<file path="config.mk">
export PLATFORM = sky130hd
export DESIGN_NAME = prio_vec_intc
export DESIGN_NICKNAME = d
export VERILOG_FILES = /design/src/rtl/intc_pkg.sv /design/src/rtl/intc_edge_latch.sv /design/src/rtl/intc_ctl_regs.sv /design/src/rtl/intc_fsm.sv /design/src/rtl/prio_vec_intc.sv
export SDC_FILE = /design/constraint.sdc
export NUM_CORES = 1
export LEC_CHECK = 0
export BUFFER_PORTS_ARGS = -buffer_cell sky130_fd_sc_hd__buf_2
export CORE_MARGIN = 5
export CORE_UTILIZATION = 35
export CTS_BUF_LIST = sky130_fd_sc_hd__clkbuf_2 sky130_fd_sc_hd__clkbuf_4 sky130_fd_sc_hd__clkbuf_8
export DETAILED_ROUTE_END_ITERATION = 10
export GPL_TIMING_DRIVEN = 0
export PLACE_DENSITY = 0.72
export SLEW_MARGIN = 10
export SYNTH_ARGS = -nofsm -noshare
export SYNTH_HDL_FRONTEND = slang
export SYNTH_SLANG_ARGS = --single-unit
</file>
<file path="constraint.sdc">
create_clock -name clk -period 2.42 [get_ports clk]
set_input_delay 0.363 -clock clk [delete_from_list [all_inputs] [get_ports clk]]
set_output_delay 0.363 -clock clk [all_outputs]
set_load 0.03 [all_outputs]
</file>
<file path="src/rtl/intc_pkg.sv">
package intc_pkg;

    localparam int CW_W       = 8;
    localparam int NRST       = 3;

    // Control word field positions
    localparam int CW_SER_BIT = 7;
    localparam int CW_SER_EN  = 6;
    localparam int CW_HI_CLR  = 4;
    localparam int CW_MSK_EN  = 3;

    // Restart line indices inside mask / pending vectors
    localparam int IDX_HI     = 2;
    localparam int IDX_MID    = 1;
    localparam int IDX_LO     = 0;

    typedef enum logic [1:0] {
        ST_IDLE,
        ST_ACK,
        ST_ISSUE
    } fsm_state_t;

    typedef enum logic [2:0] {
        SRC_NONE,
        SRC_NMI,
        SRC_HI,
        SRC_MID,
        SRC_LO,
        SRC_GEN
    } src_t;

endpackage

</file>
<file path="src/rtl/intc_edge_latch.sv">
module intc_edge_latch (
    input  logic clk,
    input  logic rst_n,
    input  logic line_i,
    input  logic clr_i,
    output logic pend_o
);

    logic line_q;
    logic rise;

    assign rise = line_i & ~line_q;

    always_ff @(posedge clk) begin
        if (!rst_n) begin
            line_q <= 1'b0;
            pend_o <= 1'b0;
        end else begin
            line_q <= line_i;
            if (rise) begin
                pend_o <= 1'b1;
            end else if (clr_i) begin
                pend_o <= 1'b0;
            end
        end
    end

endmodule

</file>
<file path="src/rtl/intc_ctl_regs.sv">
module intc_ctl_regs
    import intc_pkg::*;
(
    input  logic            clk,
    input  logic            rst_n,
    input  logic            en_set_i,
    input  logic            en_clr_i,
    input  logic            accept_i,
    input  logic            mask_wr_i,
    input  logic [CW_W-1:0] ctl_word_i,
    input  logic            mask_rd_i,
    input  logic            serial_in_i,
    input  logic [NRST-1:0] pend_i,
    output logic            ie_o,
    output logic [NRST-1:0] mask_o,
    output logic            serial_out_o,
    output logic [CW_W-1:0] status_o
);

    logic       load_mask;
    logic       load_ser;
    logic [1:0] unused_word_bits;

    assign load_mask        = mask_wr_i & ctl_word_i[CW_MSK_EN];
    assign load_ser         = mask_wr_i & ctl_word_i[CW_SER_EN];
    assign unused_word_bits = ctl_word_i[5:4];

    // Enable flag: acceptance beats clear beats set
    always_ff @(posedge clk) begin
        if (!rst_n) begin
            ie_o <= 1'b0;
        end else if (accept_i || en_clr_i) begin
            ie_o <= 1'b0;
        end else if (en_set_i) begin
            ie_o <= 1'b1;
        end
    end

    always_ff @(posedge clk) begin
        if (!rst_n) begin
            mask_o <= '1;
        end else if (load_mask) begin
            mask_o <= ctl_word_i[NRST-1:0];
        end
    end

    always_ff @(posedge clk) begin
        if (!rst_n) begin
            serial_out_o <= 1'b0;
        end else if (load_ser) begin
            serial_out_o <= ctl_word_i[CW_SER_BIT];
        end
    end

    always_ff @(posedge clk) begin
        if (!rst_n) begin
            status_o <= '0;
        end else if (mask_rd_i) begin
            status_o <= {serial_in_i, pend_i, ie_o, mask_o};
        end
    end

endmodule

</file>
<file path="src/rtl/intc_fsm.sv">
module intc_fsm
    import intc_pkg::*;
#(
    parameter int               VEC_W   = 16,
    parameter logic [VEC_W-1:0] NMI_VEC = VEC_W'('h0024),
    parameter logic [VEC_W-1:0] HI_VEC  = VEC_W'('h003C),
    parameter logic [VEC_W-1:0] MID_VEC = VEC_W'('h0034),
    parameter logic [VEC_W-1:0] LO_VEC  = VEC_W'('h002C)
) (
    input  logic             clk,
    input  logic             rst_n,
    input  logic             sample_i,
    input  logic             nmi_i,
    input  logic             ie_i,
    input  logic [NRST-1:0]  armed_i,
    input  logic             greq_i,
    input  logic [VEC_W-1:0] gvec_i,
    output logic             accept_o,
    output logic             take_hi_o,
    output logic             irq_o,
    output logic             gack_o,
    output logic [VEC_W-1:0] vec_o
);

    fsm_state_t       state_q, state_d;
    src_t             win;
    logic [VEC_W-1:0] vec_q;

    function automatic logic [VEC_W-1:0] vec_of(input src_t s);
        case (s)
            SRC_NMI: vec_of = NMI_VEC;
            SRC_HI:  vec_of = HI_VEC;
            SRC_MID: vec_of = MID_VEC;
            SRC_LO:  vec_of = LO_VEC;
            default: vec_of = '0;
        endcase
    endfunction

    // Fixed-priority resolution
    always_comb begin
        if (nmi_i) begin
            win = SRC_NMI;
        end else if (ie_i && armed_i[IDX_HI]) begin
            win = SRC_HI;
        end else if (ie_i && armed_i[IDX_MID]) begin
            win = SRC_MID;
        end else if (ie_i && armed_i[IDX_LO]) begin
            win = SRC_LO;
        end else if (ie_i && greq_i) begin
            win = SRC_GEN;
        end else begin
            win = SRC_NONE;
        end
    end

    assign accept_o  = (state_q == ST_IDLE) && sample_i && (win != SRC_NONE);
    assign take_hi_o = accept_o && (win == SRC_HI);

    // Next state
    always_comb begin
        state_d = state_q;
        unique case (state_q)
            ST_IDLE: begin
                if (accept_o) begin
                    state_d = (win == SRC_GEN) ? ST_ACK : ST_ISSUE;
                end
            end
            ST_ACK:   state_d = ST_ISSUE;
            ST_ISSUE: state_d = ST_IDLE;
            default:  state_d = ST_IDLE;
        endcase
    end

    // State register
    always_ff @(posedge clk) begin
        if (!rst_n) begin
            state_q <= ST_IDLE;
        end else begin
            state_q <= state_d;
        end
    end

    // Vector register
    always_ff @(posedge clk) begin
        if (!rst_n) begin
            vec_q <= '0;
        end else if (accept_o) begin
            vec_q <= vec_of(win);
        end else if (state_q == ST_ACK) begin
            vec_q <= gvec_i;
        end
    end

    // Outputs
    always_comb begin
        irq_o  = 1'b0;
        gack_o = 1'b0;
        vec_o  = '0;
        unique case (state_q)
            ST_IDLE: ;
            ST_ACK:  gack_o = 1'b1;
            ST_ISSUE: begin
                irq_o = 1'b1;
                vec_o = vec_q;
            end
            default: ;
        endcase
    end

endmodule

</file>
<file path="src/rtl/prio_vec_intc.sv">
module prio_vec_intc
    import intc_pkg::*;
#(
    parameter int               VEC_W   = 16,
    parameter logic [VEC_W-1:0] NMI_VEC = VEC_W'('h0024),
    parameter logic [VEC_W-1:0] HI_VEC  = VEC_W'('h003C),
    parameter logic [VEC_W-1:0] MID_VEC = VEC_W'('h0034),
    parameter logic [VEC_W-1:0] LO_VEC  = VEC_W'('h002C)
) (
    input  logic             clk,
    input  logic             rst_n,
    input  logic             nmi_i,
    input  logic             rq_hi_i,
    input  logic             rq_mid_i,
    input  logic             rq_lo_i,
    input  logic             greq_i,
    input  logic [VEC_W-1:0] gvec_i,
    input  logic             sample_i,
    input  logic             en_set_i,
    input  logic             en_clr_i,
    input  logic             mask_wr_i,
    input  logic [7:0]       ctl_word_i,
    input  logic             mask_rd_i,
    input  logic             serial_in_i,
    output logic             irq_o,
    output logic [VEC_W-1:0] vec_o,
    output logic             gack_o,
    output logic [7:0]       status_o,
    output logic             serial_out_o
);

    logic            hi_pend_w;
    logic            hi_clr_w;
    logic            take_hi_w;
    logic            accept_w;
    logic            ie_w;
    logic [NRST-1:0] mask_w;
    logic [NRST-1:0] pend_w;
    logic [NRST-1:0] armed_w;

    assign hi_clr_w = take_hi_w | (mask_wr_i & ctl_word_i[CW_HI_CLR]);
    assign pend_w   = {hi_pend_w, rq_mid_i, rq_lo_i};

    generate
        for (genvar g = 0; g < NRST; g++) begin : g_arm
            assign armed_w[g] = pend_w[g] & ~mask_w[g];
        end
    endgenerate

    intc_edge_latch u_hi_latch (
        .clk    (clk),
        .rst_n  (rst_n),
        .line_i (rq_hi_i),
        .clr_i  (hi_clr_w),
        .pend_o (hi_pend_w)
    );

    intc_ctl_regs u_regs (
        .clk          (clk),
        .rst_n        (rst_n),
        .en_set_i     (en_set_i),
        .en_clr_i     (en_clr_i),
        .accept_i     (accept_w),
        .mask_wr_i    (mask_wr_i),
        .ctl_word_i   (ctl_word_i),
        .mask_rd_i    (mask_rd_i),
        .serial_in_i  (serial_in_i),
        .pend_i       (pend_w),
        .ie_o         (ie_w),
        .mask_o       (mask_w),
        .serial_out_o (serial_out_o),
        .status_o     (status_o)
    );

    intc_fsm #(
        .VEC_W   (VEC_W),
        .NMI_VEC (NMI_VEC),
        .HI_VEC  (HI_VEC),
        .MID_VEC (MID_VEC),
        .LO_VEC  (LO_VEC)
    ) u_fsm (
        .clk       (clk),
        .rst_n     (rst_n),
        .sample_i  (sample_i),
        .nmi_i     (nmi_i),
        .ie_i      (ie_w),
        .armed_i   (armed_w),
        .greq_i    (greq_i),
        .gvec_i    (gvec_i),
        .accept_o  (accept_w),
        .take_hi_o (take_hi_w),
        .irq_o     (irq_o),
        .gack_o    (gack_o),
        .vec_o     (vec_o)
    );

endmodule

</file>
==> impl.org <==
** Status
- Status :: complete, no violations

** Timing
- After layout, the worst path uses 87.82% of the clock period.
- Number of max-slew violations in the final report :: 0
- Highest Clock Rate :: 470.5 MHz
- Total of endpoints with negative setup slack in the final report :: 0
- Final number of hold-violating endpoints :: 0
- Setup repair after global routing left no endpoint under its margin.
- In the final timing run, aggregate negative setup slack is 0 ns.
- For the pin with the worst max-slew slack, the measured transition is 0.5744 ns.
- Final clock skew :: 0.005923 ns
- Minimum clock period after layout :: 2.125 ns
- Headroom to the max-slew limit came out at 61.70%.

** Worst setup path
- By startpoint and endpoint, the worst setup path is classified as register to primary output.
- Of all nets on the critical path, the largest fanout is 10.
- Critical Path AT :: between 1.5 and 2 ns
- Critical Path Start Type :: register
- Setup slack on the worst reg-to-reg path comes out at about 0.61 ns.
- Category of the worst setup path capture point :: primary output
- At the worst endpoint, the required time is 2.06 ns.

** Power
- Summed over all cells, the static leakage comes to 0.0008990 uW.
- Share of total power in the clock network :: around 37%
- Net switching is 24.37% of the power.
- For this design the total switching power over the nets is 278.2 uW.
- Internal Dissipation :: 863.6 uW
- Part of the power in combinational logic :: roughly an eighth
- In this run the power density over the cells is 619.9 nW/um^2.
- Relative contribution of sequential cells to total power :: 50.5%
- The worst-case IR drop observed on VDD is 0.0003726 V.

** Synthesis
- Sequential elements use 47.65% of the synthesized area.
- Counting distinct cell types in the post-synthesis netlist gives 34.
- Cell count after synthesis :: 144
- Syn Nets :: 181
- Synthesized area per cell :: around 9.6 sq um
- The synthesized netlist occupies a cell area of 1386 sq um.
- Yosys warning count :: 0
- In this run, synthesis produced a sequential element count of 33.

** Global routing
- Number of global-route vias before repair :: 1207
- Wire length of the first global-routing pass :: 5395 um
- Antenna violations before repair :: 0
- Across every metal layer, demand over resource in global routing totals about 13%.
- After global routing the overflow that remains totals 0.
- Maximum number of pins on one net before global-route repair :: 11

** Run
- Max-cap violations :: 0

** Floorplan
- Boundary pin count :: 64
- Once the floorplan was initialized, standard cells occupied 37.03% of the core.
- Number of placement rows :: 22
- Core area :: 3744 sq um
- Die Y :: 72.94 um
- The die covers around 5300 sq um.
- Measured along the x axis, the die boundary spans 72.94 um.

** Layout
- Cells with a size suffix above 1 make up 33.96% of the layout.
- Number of antenna cells inserted :: 0
- The library cell used most frequently in the layout, excluding fill and tap cells, is sky130_fd_sc_hd__buf_2.
- Multi-input combinational cell area :: around 670 sq um
- Leaving out fill and tap cells, the most frequent cells in the layout are 61 x sky130_fd_sc_hd__buf_2, 33 x sky130_fd_sc_hd__dfxtp_1, 17 x sky130_fd_sc_hd__and2_1, 14 x sky130_fd_sc_hd__nor2_1, 12 x sky130_fd_sc_hd__a22o_1.
- After filler insertion, the fill cell instance count of the layout stands at 375.
- Finished Core Util :: approximately 50%
- Final-stage net count :: approximately 250
- Registers take 660.6 sq um.
- Layout overhead on the synthesized area :: 32.85%

** Drt
- After detailed routing, the number of vias per cell comes to 4.796.
- Violation count after the first detailed-routing iteration :: 42
- In the final routed layout, each cell accounts on average for between 10 and 15 um.
- Overall routed net length :: roughly 3300 um
- Post-route ant nets :: 0
- The routed layout has 1247 vias.
- The first detailed-routing pass took 6 iterations.
- DRC violations left :: 0

** CTS
- Setup fix buffers added after clock tree synthesis :: 0
- TritonCTS clock tree :: done
- After clock tree synthesis, the clock-pin slew on the worst setup and hold paths is 0.06 ns.
- The clock reaches the later pin of the worst-skew pair after 0.28 ns.
- Number of buffers inserted by hold repair at cts :: 0
- In this run the clock root is driven by a sky130_fd_sc_hd__clkbuf_8.
- No sink is reached through more buffers than the 2 on the longest clock path.
- H-tree depth :: 2
- Number of clock sinks seen by CTS :: 33
- In this run, CTS created clock tree buffers numbering 5.
- Gates resized during post-CTS repair numbered 0.

** Placed design
- Count of buffers inserted at the top-level ports :: 61
- After legalization and detailed placement, the total HPWL measured about 2600 um.
- The congestion estimate from routability-driven global placement came to approximately 0.80.

** Hold path
- The path class of the tightest hold or removal check is input pin to register.
cells in the mapped netlist (all sizes together):
cell,n,area share [%]
buf,2,1.6
and2,17,7.7
nand4b,1,0.63
a211oi,1,1.4
clkbuf,6,1.6
inv,4,1.1
o2111ai,1,0.63
nand2,9,2.4
mux2i,8,5.8
a311oi,1,0.63
or2b,1,0.54
a22o,12,7.6
a22oi,1,0.54
o21ai,2,0.72
a21o,1,0.54
and3,1,0.45
a221oi,1,0.63
nand3,7,2.5
nor3b,1,0.54
nor2,14,3.8
nand2b,1,0.45
o221a,2,1.6
a21boi,2,1.1
a21oi,2,0.72
nor3,1,0.36
dfxtp,33,48
a2bb2oi,1,0.63
nor2b,5,2.3
a31oi,1,0.45
o21a,1,0.54
or4b,2,1.7
nor4,1,0.45
a2111oi,1,0.63
registers in the layout (all words and copies together), names as in the netlist:
register,count
u_hi_latch.line_q,1
u_fsm.vec_q,16
u_hi_latch.pend_o,1
u_regs.serial_out_o,1
u_regs.status_o,8
u_fsm.state_q,2
u_regs.ie_o,1
u_regs.mask_o,3
worst paths after layout:
kind / from / end / cells after the start
setup / recovery: u_fsm.state_q[1] / vec_o[5] / 4
hold / removal: en_clr_i / u_regs.ie_o / 2
setup reg to reg: u_regs.mask_o[1] / u_fsm.vec_q[1] / 6
hold reg to reg: u_hi_latch.line_q / u_hi_latch.pend_o / 1
kinds of logic after synthesis:
kind of cell	share of synthesized area, %
muxes	5.776
AOI/OAI and AO/OA	18.41
and+or+nand+nor	23.83
buffers and inverters	4.332
DFF	47.65
through the flow:
step	cell area (sq um)	power, uW	worst slack, ns	hold slack [ns]	cells
6_report	1842	1142	0.2947	0.2559	260
5_1_grt	1842	1206	0.05855	0.2539	260
4_1_cts	1842	1159	0.2267	0.2476	260
3_5_place_dp	1752	734.5	0.4328	0.4013	253
3_3_place_gp	1752	733.0	0.4350	0.3945	253
2_1_floorplan	1386	676.2	0.6422	0.3895	144
area by class of cell:
class | instances | share of cell area (%)
Multi-Input combinational cell | 99 | 36.14
Sequential cell | 33 | 35.87
Timing Repair Buffer | 61 | 16.58
Clock buffer | 7 | 4.891
Tap cell | 48 | 3.261
Buffer | 8 | 2.446
Inverter | 4 | 0.8152
critical path, stage by stage, from the launching register on:
cell	delay, ns
sky130_fd_sc_hd__dfxtp_1	0.37
sky130_fd_sc_hd__nor2b_1	0.41
sky130_fd_sc_hd__clkbuf_1	0.32
sky130_fd_sc_hd__and2_1	0.18
sky130_fd_sc_hd__buf_2	0.19
metal layers:
layer | up-vias | GRT usage, % | wire [um]
met3 | 7 | 4.959 | 396
met1 | 543 | 15.16 | 1370
li1 | 643 | - | -
met4 | 0 | 7.377 | 70
met2 | 54 | 21.74 | 1484
met5 | - | 0 | 0
power by group through the flow:
stage / Sequential [uW] / Clock (uW) / Combinational, uW
after floorplan: 605 / 0 / 71.3
after global placement: 588 / 0 / 145
after detailed placement: 589 / 0 / 146
after CTS: 577 / 436 / 146
after global routing: 580 / 465 / 162
final: 577 / 421 / 144
Power figures use the tool's default switching activity.
